<file path="src/rtl/ext_lock_pkg.sv">
package ext_lock_pkg;
  typedef enum logic [1:0] {
    SP_CRTC = 2'd0,
    SP_GFX  = 2'd1,
    SP_MISC = 2'd2,
    SP_NONE = 2'd3
  } space_e;

  localparam logic [7:0] IX_VRE     = 8'h11;
  localparam logic [7:0] IX_EXT1    = 8'h19;
  localparam logic [7:0] IX_EXT2    = 8'h1A;
  localparam logic [7:0] IX_CFG2    = 8'h1C;
  localparam logic [7:0] IX_CFG3    = 8'h1D;
  localparam logic [7:0] IX_STARTHI = 8'h20;
  localparam logic [7:0] IX_EF1     = 8'h0B;
  localparam logic [7:0] IX_EF3     = 8'h0F;

  localparam int PROTECT_BIT  = 4;
  localparam int CLK_LOCK_BIT = 2;
  localparam int TIM_LOCK_BIT = 3;
  localparam int VRE_HI_BIT   = 6;
  localparam int VRE_EN_BIT   = 7;

  localparam logic [7:0] CLK_KEEP_MASK = 8'hCC;
endpackage

</file>
<file path="src/rtl/ext_lock_decode.sv">
module ext_lock_decode
  import ext_lock_pkg::*;
#(
  parameter int DW         = 8,
  parameter int NUM_TIMING = 8
) (
  input  logic                  wr_en,
  input  logic [1:0]            wr_space,
  input  logic [7:0]            wr_idx,
  input  logic                  protect_on,
  input  logic                  clk_lock,
  input  logic                  tim_lock,
  output logic                  we_ext1,
  output logic                  we_ext2,
  output logic                  we_cfg2,
  output logic                  we_cfg3,
  output logic                  we_ef1,
  output logic                  we_ef3,
  output logic                  we_vre,
  output logic                  we_start,
  output logic                  we_misc,
  output logic [DW-1:0]         misc_keep,
  output logic [NUM_TIMING-1:0] we_tim
);
  logic crtc_hit, gfx_hit;

  always_comb begin
    crtc_hit  = wr_en && (wr_space == SP_CRTC);
    gfx_hit   = wr_en && (wr_space == SP_GFX);
    we_ext1   = crtc_hit && (wr_idx == IX_EXT1) && protect_on;
    we_cfg3   = crtc_hit && (wr_idx == IX_CFG3) && protect_on;
    we_ef1    = gfx_hit  && (wr_idx == IX_EF1)  && protect_on;
    we_ef3    = gfx_hit  && (wr_idx == IX_EF3)  && protect_on;
    we_ext2   = crtc_hit && (wr_idx == IX_EXT2);
    we_cfg2   = crtc_hit && (wr_idx == IX_CFG2);
    we_vre    = crtc_hit && (wr_idx == IX_VRE);
    we_start  = crtc_hit && (wr_idx == IX_STARTHI);
    we_misc   = wr_en && (wr_space == SP_MISC);
    misc_keep = clk_lock ? DW'(CLK_KEEP_MASK) : '0;
  end

  for (genvar g = 0; g < NUM_TIMING; g++) begin : g_tim_we
    assign we_tim[g] = crtc_hit && (wr_idx == 8'(g)) && !tim_lock;
  end
endmodule

</file>
<file path="src/rtl/ext_strap_capture.sv">
module ext_strap_capture (
  input  logic clk,
  input  logic rst_n,
  output logic load
);
  logic pending_q, pending_d;

  always_comb pending_d = 1'b0;

  always_ff @(posedge clk or negedge rst_n) begin
    if (!rst_n) pending_q <= 1'b1;
    else        pending_q <= pending_d;
  end

  assign load = pending_q;

  a_r2_single_load: assert property (@(posedge clk) disable iff (!rst_n)
    load |=> !load);
  a_r2_no_rearm: assert property (@(posedge clk) disable iff (!rst_n)
    !pending_q |=> !pending_q);
endmodule

</file>
<file path="src/rtl/ext_lock_ctrl.sv">
module ext_lock_ctrl
  import ext_lock_pkg::*;
#(
  parameter int                DW         = 8,
  parameter int                NUM_TIMING = 8,
  parameter int                VERSION_W  = 2,
  parameter logic [VERSION_W-1:0] VERSION = 2'd2,
  parameter int                START_HI_W = 3,
  parameter int                VRE_LO_W   = 4
) (
  input  logic                     clk,
  input  logic                     rst_n,
  input  logic                     wr_en,
  input  logic [1:0]               wr_space,
  input  logic [7:0]               wr_idx,
  input  logic [DW-1:0]            wr_data,
  input  logic [1:0]               rd_space,
  input  logic [7:0]               rd_idx,
  output logic [DW-1:0]            rd_data,
  input  logic [DW-1:0]            strap_bus0,
  input  logic [DW-1:0]            strap_bus1,
  output logic [DW-1:0]            misc_out,
  output logic [DW-1:0]            ext1_out,
  output logic [DW-1:0]            ext2_out,
  output logic [DW-1:0]            cfg2_out,
  output logic [DW-1:0]            cfg3_out,
  output logic [DW-1:0]            ef1_out,
  output logic [DW-1:0]            ef3_out,
  output logic [VRE_LO_W:0]        vre_end_out,
  output logic [START_HI_W-1:0]    start_hi_out,
  output logic [NUM_TIMING*DW-1:0] timing_out
);
  localparam int EXT2_LO_W = DW - VERSION_W;

  logic [DW-1:0] misc_q, misc_d, ext1_q, ext1_d, cfg2_q, cfg2_d, cfg3_q, cfg3_d;
  logic [DW-1:0] ef1_q, ef1_d, ef3_q, ef3_d, vre_q, vre_d;
  logic [EXT2_LO_W-1:0]  ext2_q, ext2_d;
  logic [START_HI_W-1:0] start_q, start_d;
  logic [DW-1:0] ext2_full;

  logic we_ext1, we_ext2, we_cfg2, we_cfg3, we_ef1, we_ef3, we_vre, we_start, we_misc;
  logic [DW-1:0]         misc_keep;
  logic [NUM_TIMING-1:0] we_tim;
  logic                  strap_load;

  assign ext2_full = {VERSION, ext2_q};

  ext_lock_decode #(.DW(DW), .NUM_TIMING(NUM_TIMING)) u_decode (
    .wr_en     (wr_en),
    .wr_space  (wr_space),
    .wr_idx    (wr_idx),
    .protect_on(ext2_q[PROTECT_BIT]),
    .clk_lock  (ext1_q[CLK_LOCK_BIT]),
    .tim_lock  (ext1_q[TIM_LOCK_BIT]),
    .we_ext1   (we_ext1),
    .we_ext2   (we_ext2),
    .we_cfg2   (we_cfg2),
    .we_cfg3   (we_cfg3),
    .we_ef1    (we_ef1),
    .we_ef3    (we_ef3),
    .we_vre    (we_vre),
    .we_start  (we_start),
    .we_misc   (we_misc),
    .misc_keep (misc_keep),
    .we_tim    (we_tim)
  );

  ext_strap_capture u_strap (
    .clk  (clk),
    .rst_n(rst_n),
    .load (strap_load)
  );

  // next-state
  always_comb begin
    misc_d  = we_misc  ? ((misc_q & misc_keep) | (wr_data & ~misc_keep)) : misc_q;
    ext1_d  = we_ext1  ? wr_data : ext1_q;
    ext2_d  = we_ext2  ? wr_data[EXT2_LO_W-1:0] : ext2_q;
    ef1_d   = we_ef1   ? wr_data : ef1_q;
    ef3_d   = we_ef3   ? wr_data : ef3_q;
    vre_d   = we_vre   ? wr_data : vre_q;
    start_d = we_start ? wr_data[START_HI_W-1:0] : start_q;
    if (strap_load) begin
      cfg2_d = strap_bus0;
      cfg3_d = strap_bus1;
    end else begin
      cfg2_d = we_cfg2 ? wr_data : cfg2_q;
      cfg3_d = we_cfg3 ? wr_data : cfg3_q;
    end
  end

  always_ff @(posedge clk or negedge rst_n) begin
    if (!rst_n) begin
      misc_q  <= '0;
      ext1_q  <= '0;
      ext2_q  <= '0;
      cfg2_q  <= '0;
      cfg3_q  <= '0;
      ef1_q   <= '0;
      ef3_q   <= '0;
      vre_q   <= '0;
      start_q <= '0;
    end else begin
      misc_q  <= misc_d;
      ext1_q  <= ext1_d;
      ext2_q  <= ext2_d;
      cfg2_q  <= cfg2_d;
      cfg3_q  <= cfg3_d;
      ef1_q   <= ef1_d;
      ef3_q   <= ef3_d;
      vre_q   <= vre_d;
      start_q <= start_d;
    end
  end

  // timing register group
  logic [DW-1:0] tim_q [NUM_TIMING];
  for (genvar g = 0; g < NUM_TIMING; g++) begin : g_tim
    logic [DW-1:0] tim_d;
    always_comb tim_d = we_tim[g] ? wr_data : tim_q[g];
    always_ff @(posedge clk or negedge rst_n) begin
      if (!rst_n) tim_q[g] <= '0;
      else        tim_q[g] <= tim_d;
    end
    assign timing_out[g*DW +: DW] = tim_q[g];
  end

  // read mux
  always_comb begin
    rd_data = '0;
    case (rd_space)
      SP_CRTC: begin
        if (rd_idx < 8'(NUM_TIMING)) rd_data = tim_q[rd_idx[$clog2(NUM_TIMING)-1:0]];
        else begin
          case (rd_idx)
            IX_VRE:     rd_data = vre_q;
            IX_EXT1:    rd_data = ext1_q;
            IX_EXT2:    rd_data = ext2_full;
            IX_CFG2:    rd_data = cfg2_q;
            IX_CFG3:    rd_data = cfg3_q;
            IX_STARTHI: rd_data = DW'(start_q);
            default:    rd_data = '0;
          endcase
        end
      end
      SP_GFX: begin
        case (rd_idx)
          IX_EF1:  rd_data = ef1_q;
          IX_EF3:  rd_data = ef3_q;
          default: rd_data = '0;
        endcase
      end
      SP_MISC: rd_data = misc_q;
      default: rd_data = '0;
    endcase
  end

  assign misc_out     = misc_q;
  assign ext1_out     = ext1_q;
  assign ext2_out     = ext2_full;
  assign cfg2_out     = cfg2_q;
  assign cfg3_out     = cfg3_q;
  assign ef1_out      = ef1_q;
  assign ef3_out      = ef3_q;
  assign start_hi_out = start_q;
  assign vre_end_out  = {ext1_q[VRE_EN_BIT] & ext1_q[VRE_HI_BIT], vre_q[VRE_LO_W-1:0]};

  // protection checks
  a_r3_ext1_guard: assert property (@(posedge clk) disable iff (!rst_n)
    !ext2_q[PROTECT_BIT] |=> ext1_q == $past(ext1_q));
  a_r3_gfx_guard: assert property (@(posedge clk) disable iff (!rst_n)
    !ext2_q[PROTECT_BIT] |=> (ef1_q == $past(ef1_q)) && (ef3_q == $past(ef3_q)));
  a_r3_cfg3_guard: assert property (@(posedge clk) disable iff (!rst_n)
    (!ext2_q[PROTECT_BIT] && !strap_load) |=> cfg3_q == $past(cfg3_q));
  a_r4_clock_lock: assert property (@(posedge clk) disable iff (!rst_n)
    ext1_q[CLK_LOCK_BIT] |=> (misc_q & DW'(CLK_KEEP_MASK)) == ($past(misc_q) & DW'(CLK_KEEP_MASK)));
  a_r5_timing_lock: assert property (@(posedge clk) disable iff (!rst_n)
    ext1_q[TIM_LOCK_BIT] |=> $stable(timing_out));
  a_r6_version: assert property (@(posedge clk) disable iff (!rst_n)
    ((rd_space == SP_CRTC) && (rd_idx == IX_EXT2)) |-> rd_data[DW-1:EXT2_LO_W] == VERSION);
  a_r2_strap_load: assert property (@(posedge clk) disable iff (!rst_n)
    strap_load |=> (cfg2_q == $past(strap_bus0)) && (cfg3_q == $past(strap_bus1)));
endmodule

</file>
<file path="config.mk">
export PLATFORM = sky130hd
export DESIGN_NAME = ext_lock_ctrl
export DESIGN_NICKNAME = d
export VERILOG_FILES = /design/src/rtl/ext_lock_pkg.sv /design/src/rtl/ext_lock_decode.sv /design/src/rtl/ext_strap_capture.sv /design/src/rtl/ext_lock_ctrl.sv
export SDC_FILE = /design/constraint.sdc
export NUM_CORES = 1
export LEC_CHECK = 0
export BUFFER_PORTS_ARGS = -buffer_cell sky130_fd_sc_hd__buf_2
export CORE_MARGIN = 3
export CORE_UTILIZATION = 30
export DETAILED_ROUTE_END_ITERATION = 10
export PLACE_DENSITY = 0.49
export SLEW_MARGIN = 20
export SYNTH_ARGS = -nofsm -noshare
export SYNTH_HDL_FRONTEND = slang
export SYNTH_HIERARCHICAL = 1
export SYNTH_SLANG_ARGS = --single-unit
</file>
<file path="constraint.sdc">
create_clock -name clk -period 1.8 [get_ports clk]
set_input_delay 0.27 -clock clk [delete_from_list [all_inputs] [get_ports clk]]
set_output_delay 0.27 -clock clk [all_outputs]
set_load 0.1 [all_outputs]
</file>
After elaboration in Yosys (flattened, before gate mapping)
Cells that the tools add are included.

storage, ports and cells
  bits in registers = 130
  bits of input ports = 47

operators by class
  $lt $le $gt $ge = 2
  equal/unequal tests = 27
  muxes and demuxes = 12
  bitwise logic cells = 6
  reductions and logical operators = 37

operator list
  kind                number
  $eq 8x5->1 const B  10
  $mux 8              8
  $pmux 8 s6          1
  $eq 8x3->1 const B  4
  $eq 8x4->1 const B  4
  $logic_and 1x1->1   31
  $bmux 8 s3          1
  $pmux 8 s3          1
  $and 8x8->8         2
  $eq 8x2->1 const B  2
  $eq 8x6->1 const B  2
  $pmux 8 s2          1
  $eq 8x1->1 const B  1
  $logic_not 8->1     1
  $lt 8x4->1 const B  1
  $not 8->8           1
  $or 8x8->8          1
  $eq 2x1->1 const B  2
  $eq 2x2->1 const B  2
  $ge 4x4->1 const B  1
  $logic_not 2->1     2
  $not 3->4           1
  $reduce_bool 2->1   2
  $and 1x1->1         1
  $logic_not 1->1     1

Longest topological paths before layout
Gate-level depths: netlist (run 1).

  word-level depth = 6
  mapped depth = 7
  mapped depth without buffers = 5

Modules after synthesis
The synthesis (run 1) kept the hierarchy.

modules (own cells, without submodules)
  module             instances  cells an instance  area an instance (µm²)
  ext_lock_ctrl      1          506                6323.6
  ext_lock_decode    1          47                 337.8
  ext_strap_capture  1          2                  30.0

Worst setup path before layout (run 1)
Ideal clock, no wire load.

  kind = reg-to-output
  start = register tim_q (netlist bit timing_out[46])
  end = output port rd_data[6]
  arrival = 3.766 ns
  slack = -2.236 ns
  stages on the path, launching flop included = 6
  cell sequence = dfrtp_1 nor2b_1 a211oi_1 a221oi_1 a311oi_1 o31ai_1

on the way
  word-level cells in the longest chain between the ends = 5

ends and longest elaborated chain
  item                                        RTL line              text
  from (decl)                                 ext_lock_ctrl.sv:117  logic [DW-1:0] tim_q [NUM_TIMING];
  from (signal, indexed assignment)           ext_lock_ctrl.sv:123  else tim_q[g] <= tim_d;
  $bmux 8 s3                                  ext_lock_ctrl.sv:133  if (rd_idx < 8'(NUM_TIMING)) rd_data = tim_q[rd_idx[$clog2(NUM_TIMING)-1:0]];
  $mux 8 (implied by the code) (2 in series)  ext_lock_ctrl.sv:133
  $mux 8                                      ext_lock_ctrl.sv:133
  $pmux 8 s3                                  ext_lock_ctrl.sv:131  case (rd_space)
  to (decl)                                   ext_lock_ctrl.sv:19   output logic [DW-1:0] rd_data,

Every way passes these cells. The select of a mux whose other input is x is not followed.

Worst setup path after layout (run 1)
  start = register ext1_q[1], in the netlist ext1_out[1]
  end = output port rd_data[1]

on the way
  word-level cells in the longest chain between the ends = 3

ends and longest elaborated chain
  item                    RTL line              text
  from (decl)             ext_lock_ctrl.sv:35   logic [DW-1:0] misc_q, misc_d, ext1_q, ext1_d, cfg2_q, cfg2_d, cfg3_q, cfg3_d;
  from (signal assigned)  ext_lock_ctrl.sv:105  ext1_q <= ext1_d;
  $pmux 8 s6              ext_lock_ctrl.sv:135  case (rd_idx)
  $mux 8                  ext_lock_ctrl.sv:133
  $pmux 8 s3              ext_lock_ctrl.sv:131

Every way passes these cells.

==> results.sh, run 1 <==
export IMPL_grt_max_degree=44
export IMPL_p_sw_mw=2.75
export IMPL_gp_congestion=0.905
export IMPL_cp_arrival_ns=2.08
export IMPL_ant_nets=0
export IMPL_switching_share=0.330
export IMPL_grt_pass1_wl_mm=38.0
export IMPL_hold_viol=0
export IMPL_insertion_delay_ns=0.42
export IMPL_area_growth_pct=60.1
export IMPL_drt_iter0_drc=276
export IMPL_required_ns=1.53
export IMPL_design_core_area_um2=21900
export IMPL_seq_area_frac_synth=0.486
export IMPL_rsz0062_at_grt="yes"
export IMPL_drt_total_wl_mm=24.9
export IMPL_async_flop_share=1.00
export IMPL_io_pins=183
export IMPL_synth_edff_count=0
export IMPL_post_route_drc_count=0
export IMPL_vdd_ir_drop_worst_mv=0.468
export IMPL_antenna_found_initial=2
export IMPL_power_leakage_nw=5.06
export IMPL_cts_root_buf="clkbuf_16"
export IMPL_hpwl_mm=18.4
export IMPL_setup_slack_ns=-0.546
export IMPL_overflow=0
export IMPL_finalMaxSlewViolations=0
export IMPL_grt_pass1_vias=6097
export IMPL_final_nets=898
export IMPL_max_freq_ghz=0.426
export IMPL_firstDrtPassIters=4
export IMPL_powerDensity_nw_per_um2=778
export IMPL_synth_seq_cells=130
export IMPL_clk_pin_slew_ns=0.06
export IMPL_intPower_mw=5.58
export IMPL_maxCapViolations=0
export IMPL_die_x_um=155
export IMPL_start_util=0.306
export IMPL_cts_tree="built"
export IMPL_worstSetupStartpointType="flop"
export IMPL_slew_headroom=0.410
export IMPL_synth_cell_types=56
export IMPL_violations="negative setup slack"
export IMPL_cts_sinks=130
export IMPL_drive_above_1_share=0.758
export IMPL_ys_flop_type="dfrtp_1"
export IMPL_die_area_um2=24100
export IMPL_yosys_warnings=6
export IMPL_place_ws_ns=-0.784
export IMPL_period_minus_slack_ns=2.35
export IMPL_fin_worst_skew_ns=0.00864
export IMPL_finalSetupTns_ns=-21.04
export IMPL_end_kind="output pin"
export IMPL_rows=54
export IMPL_outcome="complete, but fails checks"
export IMPL_multi_input_comb_area_um2=4030
export IMPL_max_slew_worst_pin_slew_ns=0.882
export IMPL_power_mw=8.33
export IMPL_holdCritPathClass="in -> reg"
export IMPL_synth_cell_area_um2=6690
export IMPL_cp_max_fo=2
export IMPL_clockBufferDepth=2
export IMPL_final_hold_worst_slack_ns=0.0531
export IMPL_period_share=1.30
export IMPL_fillers=1963
export IMPL_syn_avg_cell_area_um2=12.1
export IMPL_p_seq_frac=0.377
export IMPL_cts_buffers_inserted=17
export IMPL_p_comb_frac=0.222
export IMPL_wl_per_cell_um=21.8
export IMPL_die_y_um=155
export IMPL_crit_type="reg -> out"
export IMPL_viasPerCell=4.99
export IMPL_port_buffers=180
export IMPL_h_tree_depth=4
export IMPL_setup_violations_final=72
export IMPL_seq_area_um2=3480
export IMPL_grtUsageTotal=0.208
export IMPL_vias=5718
export IMPL_synthCells=555
export IMPL_p_clk_frac=0.401
## worst paths after layout
path,from,end,slack [ns],cells past startpoint
max,ext1_out[1],rd_data[1],-0.55,6
min,strap_bus0[5],cfg2_out[5],0.05,3
max reg2reg,ext1_out[3],timing_out[38],-0.34,6
min reg2reg,vre_q[7],vre_q[7],0.52,1
max in group asynchronous,rst_n,u_strap/load,0.80,3
min in group asynchronous,rst_n,timing_out[57],0.34,2
## per-layer routing
metal	vias to the layer above	GRT usage	part of all wire
met2	177	0.342	0.48
met1	2869	0.279	0.46
met3	30	0.0442	0.048
met5	-	0	0.00056
met4	2	0.0584	0.018
li1	2640	-	-
## registers in the layout, indices dropped and copies added (netlist names), named ones only
signal	flops
cfg2_out	8
u_strap/load	1
ext1_out	8
timing_out	64
start_hi_out	3
ef1_out	8
vre_q	8
ef3_out	8
cfg3_out	8
ext2_q	6
## kinds of logic (layout without fill, tap and decap cells)
kind of cell,after synthesis,in the layout,synth area share
compound gates,76,76,0.0759
mux,170,170,0.278
other cells,4,8,0.00224
buf+inv,57,363,0.0445
simple gates,118,118,0.113
flops,130,130,0.486
## placed cells by master, fill, tap and decap left out, types with 3 or more instances in the layout
master      instances
mux2i_1            40
mux2_2             57
o21ai_0            17
dfrtp_4            44
nor4_4              9
buf_2             169
a221oi_2            8
nor4_2              3
nand3_1             5
nand2b_1            6
conb_1              7
clkbuf_8            4
a2111oi_4           3
mux2_4             72
buf_4             136
o22ai_2             5
o22ai_4             3
buf_6               8
nor2b_1            13
nand2_1            27
nor2_1              5
a211oi_2            3
dfrtp_2            47
clkinv_2            4
or2_2               3
clkinvlp_4          3
dfrtp_1            38
o221ai_4            7
nor3_1              3
clkbuf_16          17
nor4_1              5
nand3b_1            5
buf_12             15
o21ai_1             6
a21oi_1             8
## synthesized netlist by cell type (all sizes together), types with 2 or more instances
master	number	area share
nand2	27	0.015
clkbuf	29	0.016
o221ai	7	0.0092
nand2b	8	0.0075
buf	27	0.028
dfrtp	129	0.48
nand3	6	0.0045
nor4b	3	0.0049
o21ai	25	0.019
nor3	5	0.0037
a211oi	3	0.0034
or4bb	2	0.0036
nand3b	6	0.0086
or3	2	0.0028
nor2	5	0.0028
nand4	2	0.0019
nor2b	15	0.014
nor4	17	0.018
mux2	129	0.22
mux2i	41	0.061
and4b	2	0.0030
a21oi	9	0.0067
conb	4	0.0022
and3	3	0.0028
or4b	2	0.0030
a311oi	2	0.0026
a2111oi	3	0.0045
a221oi	9	0.012
a22oi	4	0.0045
o22ai	9	0.0084
or2	4	0.0041
nor3b	2	0.0039
or4	2	0.0028
## power by group through the flow
stage	sequential, mW	clock [mW]	combinational (mW)
floorplan	3.85	0	0.505
global placement	3.19	0	1.76
detailed placement	3.19	0	1.78
CTS	3.14	3.41	1.85
global route	3.15	3.53	1.94
finish	3.14	3.34	1.85
## critical path, cell delays in order (launching register included)
cell and delay [ns]:
dfrtp_4 0.47, mux2_4 0.27, a22oi_2 0.18, o22ai_2 0.11
a211oi_2 0.25, o221ai_4 0.18, buf_12 0.19
## per-stage QoR
step | cells | utilization | area [um^2]
floorplan | 558 | - | 7420
global placement | 1110 | 0.441 | 9650
detailed placement | 1110 | 0.441 | 9650
CTS | 1143 | 0.485 | 10600
global route | 1145 | 0.489 | 10700
finish | 1145 | 0.489 | 10700
## cell type report
class,count,share of cell area
Antenna cell,1,0.000234
Clock buffer,23,0.0456
Clock inverter,9,0.00759
Inverter,1,0.000350
Multi-Input combinational cell,371,0.376
Sequential cell,130,0.325
Tap cell,280,0.0327
Timing Repair Buffer,330,0.212
## what timing repair did
action                                  4_1_cts  5_1_grt
hold buffers                                  1        0
pin swaps                                    21        8
endpoints found under the hold margin        30        0
endpoints found under the setup margin       72       80
gates resized for setup                      72       16
buffers inserted                              3        1
(Power assumes the default switching activity.)
==> run 2, diff against run 1 <==
- BUFFER_PORTS_ARGS: -buffer_cell sky130_fd_sc_hd__buf_2 -> -buffer_cell sky130_fd_sc_hd__buf_4
==> run 2 against run 1 <==
Compared with the run above:
- the run still ends with negative setup slack left
- sequential share of layout area shrank 1.7 points
- clock-buffer cell count unchanged
- register-to-register slack improved by 0.11 ns
- final cell count increased by 1.7%
- via count rose by 0.68%
- highest routed layer is now met4
==> results.sh, run 2 (synthesis results as in run 1) <==
export IMPL_clk_pin_slew_ns=0.06
export IMPL_wl_per_cell_um=21.7
export IMPL_worstSetupStartpointType="flop"
export IMPL_port_buffers=180
export IMPL_grt_pass1_wl_mm=38.6
export IMPL_reg2reg_from="ext1_out[3]"
export IMPL_crit_type="reg -> out"
export IMPL_worstPathBufferInverterCount=2
export IMPL_cts_sinks=130
export IMPL_grt_max_degree=53
export IMPL_final_nets=919
export IMPL_r2r_cells=5
export IMPL_setup_violations_final=72
export IMPL_ant_nets=0
export IMPL_cp_slowest_cell="dfrtp_4"
export IMPL_setup_slack_ns=-0.563
export IMPL_largest_reg_flops=64
export IMPL_gp_congestion=0.940
export IMPL_clockBufferDepth=2
export IMPL_cp_max_fo=2
export IMPL_grtUsageTotal=0.210
export IMPL_violations="negative setup slack"
export IMPL_min_delay_start="strap_bus1[6]"
export IMPL_min_path_cells=3
export IMPL_r2r_end="timing_out[37]"
export IMPL_fillers=1914
export IMPL_io_pins=183
export IMPL_period_minus_slack_ns=2.36
export IMPL_h_tree_depth=4
export IMPL_dp_cells=1132
export IMPL_rows=54
export IMPL_outcome="complete, but fails checks"
export IMPL_n_antenna_cell=0
export IMPL_overflow=0
export IMPL_final_hold_worst_slack_ns=0.0621
export IMPL_start_util=0.306
export IMPL_drive_above_1_share=0.762
export IMPL_final_cells=1165
export IMPL_cts_root_buf="clkbuf_16"
export IMPL_fin_worst_skew_ns=0.00639
export IMPL_final_cell_mix="324 x buf_4, 70 x mux2_4, 59 x mux2_2, 47 x dfrtp_2, 44 x dfrtp_4"
export IMPL_viasPerCell=4.94
export IMPL_max_freq_ghz=0.423
export IMPL_hold_viol=0
export IMPL_post_route_drc_count=0
export IMPL_die_y_um=155
export IMPL_r2r_slack_ns=-0.23
export IMPL_cp_arrival_ns=2.09
export IMPL_cts_buffers_inserted=17
export IMPL_final_common_cell="buf_4"
export IMPL_period_share=1.31
export IMPL_slew_headroom=0.466
export IMPL_grt_pass1_vias=6355
export IMPL_die_area_um2=24100
export IMPL_fin_util=0.517
export IMPL_firstDrtPassIters=4
export IMPL_critPathTopFamily="compound AO/OA/AOI/OAI gates"
export IMPL_powerDensity_nw_per_um2=756
export IMPL_vias=5757
export IMPL_cts_tree="built"
export IMPL_insertion_delay_ns=0.41
export IMPL_power_leakage_nw=5.23
export IMPL_crit_chain="mux2_2 -> o22ai_2 -> a221oi_2 -> o21ai_0 -> buf_4 -> o221ai_4 -> buf_6"
export IMPL_finalMaxSlewViolations=0
export IMPL_maxCapViolations=0
export IMPL_vdd_ir_drop_worst_mv=0.604
export IMPL_place_ws_ns=-0.776
export IMPL_required_ns=1.53
export IMPL_die_x_um=155
export IMPL_rsz0062_at_grt="yes"
export IMPL_drt_iter0_drc=287
export IMPL_design_core_area_um2=21900
export IMPL_max_slew_worst_pin_slew_ns=0.798
export IMPL_holdCritPathClass="in -> reg"
export IMPL_drt_total_wl_mm=25.3
export IMPL_antenna_found_initial=0
export IMPL_end_kind="output pin"
export IMPL_power_mw=8.56
export IMPL_area_growth_pct=69.0
export IMPL_hpwl_mm=18.7
export IMPL_max_stage_delay_ns=0.47
export IMPL_min_to="cfg3_out[6]"
run 2: cell types whose count changed in the layout (fill, tap and decap cells not counted), sizes merged:
cell	before	now
bufinv	1	2
clkinvlp	3	1
buf	328	350
inv	2	1
clkinv	4	6
diode	1	0
clkbuf	24	23
run 2: worst register-to-register path, cell delays in order, from the launching register on:
cell,delay [ns]
dfrtp_4,0.50
or4b_4,0.51
buf_12,0.17
nor4_4,0.22
buf_6,0.20
mux2_4,0.31
run 2: worst max-delay path by stage:
stage | from | endpoint | slack [ns] | cells after the start
global placement | rd_idx[1] | rd_data[4] | -0.80 | 9
global route | timing_out[14] | rd_data[6] | -0.64 | 5
detailed placement | rd_idx[1] | rd_data[5] | -0.78 | 8
floorplan | timing_out[46] | rd_data[6] | -0.58 | 5
finish | timing_out[59] | rd_data[3] | -0.56 | 7
CTS | cfg2_out[0] | rd_data[0] | -0.61 | 7
run 2: report_power, final:
group / switching (mW) / total [mW] / leakage (nW) / internal [mW]
clock: 1.31 / 3.45 / 0.287 / 2.15
combinational: 1.36 / 1.97 / 3.33 / 0.605
sequential: 0.0997 / 3.14 / 1.61 / 3.04
total: 2.77 / 8.56 / 5.23 / 5.79
run 2: what timing repair did:
| item | CTS | global route |
|---|---|---|
| hold endpoints to repair | 25 | 0 |
| setup endpoints to repair | 72 | 84 |
| gates resized for setup | 84 | 21 |
| pin swaps | 19 | 7 |
| hold buffers | 1 | 0 |
| setup buffers | 2 | 0 |
run 2: per-stage QoR:
stage	setup TNS, ns	instance area [um^2]
after global placement	-35.66	10200
after floorplan	-22.94	7420
after CTS	-16.10	11200
after detailed placement	-36.67	10200
after global routing	-18.95	11300
final	-15.31	11300
run 2: cell type report:
cell class | instances | area, um^2 | share of cell area
clock buffer | 23 | 478 | 0.0423
clock inverter | 9 | 105 | 0.00929
inverter | 1 | 3.75 | 0.000332
multi-input combinational | 371 | 4020 | 0.355
sequential | 130 | 3480 | 0.308
tap | 280 | 350 | 0.0310
timing repair buffer | 351 | 2880 | 0.255
run 2: routing by layer:
layer | up-vias | global-route usage | wire length, um | share of wire
met4 | 0 | 0.0534 | 437 | 0.017
met5 | - | 0 | 0 | 0
met3 | 31 | 0.0445 | 1370 | 0.054
met1 | 2873 | 0.289 | 11500 | 0.45
li1 | 2667 | - | - | -
met2 | 186 | 0.341 | 12000 | 0.47
==> run 3, diff against run 2 <==
- CORE_UTILIZATION: 30 -> 48
- PLACE_DENSITY: 0.49 -> 0.74
- SKIP_CTS_REPAIR_TIMING: not set -> 1
==> run 3 against run 2 <==
Compared with the run above:
- the run still ends with negative setup slack left
- clock-buffer cell count decreased by 4
- wire length decreased by 2.8%
- register-to-register slack got worse by 0.04 ns
- first-iteration DRC count increased by 72%
- clock power increased by 8.7%
- non-clock buffer count decreased by 12
- combinational power about the same
- largest cell class unchanged
==> results.sh, run 3 (synthesis results as in run 1) <==
export IMPL_outcome="complete, but fails checks"
export IMPL_violations="negative setup slack"
export IMPL_cp_max_fo=8
export IMPL_n_antenna_cell=0
export IMPL_wl_per_cell_um=23.4
export IMPL_grtUsageTotal=0.305
export IMPL_post_route_drc_count=0
export IMPL_finalMaxSlewViolations=0
export IMPL_setup_violations_final=72
export IMPL_die_area_um2=15400
export IMPL_crit_type="in -> out"
export IMPL_powerDensity_nw_per_um2=797
export IMPL_grt_pass1_vias=6194
export IMPL_drt_total_wl_mm=24.6
export IMPL_vias=6046
export IMPL_max_stage_delay_ns=0.46
export IMPL_max_freq_ghz=0.405
export IMPL_area_growth_pct=65.5
export IMPL_firstDrtPassIters=5
export IMPL_clockBufferDepth=2
export IMPL_design_core_area_um2=13500
export IMPL_r2r_slack_ns=-0.27
export IMPL_grt_use_met2=0.507
export IMPL_cts_buffers_inserted=17
export IMPL_period_minus_slack_ns=2.47
export IMPL_viasPerCell=5.76
export IMPL_gp_congestion=0.996
export IMPL_cts_sinks=130
export IMPL_slew_headroom=0.554
export IMPL_hold_viol=0
export IMPL_start_util=0.497
export IMPL_reg2reg_from="ext1_out[3]"
export IMPL_die_y_um=124
export IMPL_worstSetupStartpointType="primary input"
export IMPL_insertion_delay_ns=0.42
export IMPL_busiest_layer="met2"
export IMPL_grt_max_degree=81
export IMPL_final_common_cell="buf_4"
export IMPL_end_kind="output pin"
export IMPL_holdCritPathClass="in -> reg"
export IMPL_final_hold_worst_slack_ns=0.0577
export IMPL_worstPathBufferInverterCount=3
export IMPL_setup_slack_ns=-0.669
export IMPL_drt_iter0_drc=495
export IMPL_rows=42
export IMPL_cts_root_buf="clkbuf_16"
export IMPL_use_met1=0.393
export IMPL_power_leakage_nw=5.16
export IMPL_hpwl_mm=16.9
export IMPL_cp_arrival_ns=2.20
export IMPL_final_cell_mix="317 x buf_4, 73 x mux2_4, 56 x mux2_2, 47 x dfrtp_2, 44 x dfrtp_4"
export IMPL_crit_path_start="rd_idx[0]"
export IMPL_final_nets=907
export IMPL_antenna_found_initial=0
export IMPL_overflow=0
export IMPL_fin_util=0.823
export IMPL_die_x_um=124
export IMPL_drive_above_1_share=0.766
export IMPL_required_ns=1.53
export IMPL_path_common_cell="buf_4"
export IMPL_largest_reg_flops=64
export IMPL_io_pins=183
export IMPL_period_share=1.37
export IMPL_grt_pass1_wl_mm=35.0
export IMPL_clk_pin_slew_ns=0.06
export IMPL_crit_chain="buf_4 -> nand2b_1 -> buf_4 -> o22ai_2 -> a221oi_1 -> o21ai_1 -> o221ai_4 -> buf_12"
export IMPL_cp_slowest_cell="nand2b_1"
export IMPL_cts_tree="built"
export IMPL_port_buffers=180
export IMPL_h_tree_depth=4
export IMPL_max_slew_worst_pin_slew_ns=0.669
export IMPL_ant_nets=0
export IMPL_final_cells=1049
export IMPL_min_delay_start="strap_bus1[6]"
export IMPL_vdd_ir_drop_worst_mv=0.925
export IMPL_critPathTopFamily="compound AO/OA/AOI/OAI gates"
export IMPL_fin_worst_skew_ns=0.00746
export IMPL_place_ws_ns=-0.615
export IMPL_dp_cells=1013
export IMPL_maxCapViolations=0
export IMPL_rsz0062_at_grt="yes"
export IMPL_met3_usage=0.0767
-- run 3: cell types whose count changed in the layout (fill, tap and decap cells not counted), sizes merged --
cell / change
clkbuf: -4
clkinvlp: +2
buf: -12
bufinv: +2
-- run 3: worst min-delay path: cells and delay by family --
family | cells | cell delay (ns)
simple gates | 1 | 0.03
compound gates | 1 | 0.06
buf+inv | 1 | 0.08
-- run 3: metal layers --
metal | part of all wire | up-vias
met4 | 0.028 | 0
met2 | 0.50 | 297
met1 | 0.41 | 3064
met5 | 0 | -
li1 | - | 2644
met3 | 0.070 | 41
-- run 3: metrics by stage --
step                      area (um^2)  power [mW]  setup TNS, ns
final                           11100        8.83         -16.50
after global routing            11100        9.08         -18.73
after CTS                       10500        8.71         -22.49
after detailed placement         9880        4.98         -32.53
after global placement           9880        4.96         -30.35
after floorplan                  7420        4.35         -22.94
-- run 3: final cells by class --
cell class,count,area (um^2)
Fill cell,739,2380
Multi-Input combinational cell,371,4000
Inverter,1,3.75
Tap cell,176,220
Clock inverter,13,184
Timing Repair Buffer,339,2740
Sequential cell,130,3480
Clock buffer,19,453
-- run 3: power breakdown --
part           switching (mW)  internal [mW]  total, mW
Combinational            1.36          0.584       1.94
Sequential             0.0998           3.04       3.14
Clock                    1.36           2.39       3.75
Total                    2.81           6.01       8.83
-- run 3: worst paths after layout --
check                                  to  cells after the start
max                            rd_data[0]                      8
min                           cfg3_out[6]                      3
max reg2reg                timing_out[39]                      5
min reg2reg                      vre_q[6]                      1
max in group asynchronous  timing_out[15]                      3
min in group asynchronous  timing_out[33]                      3
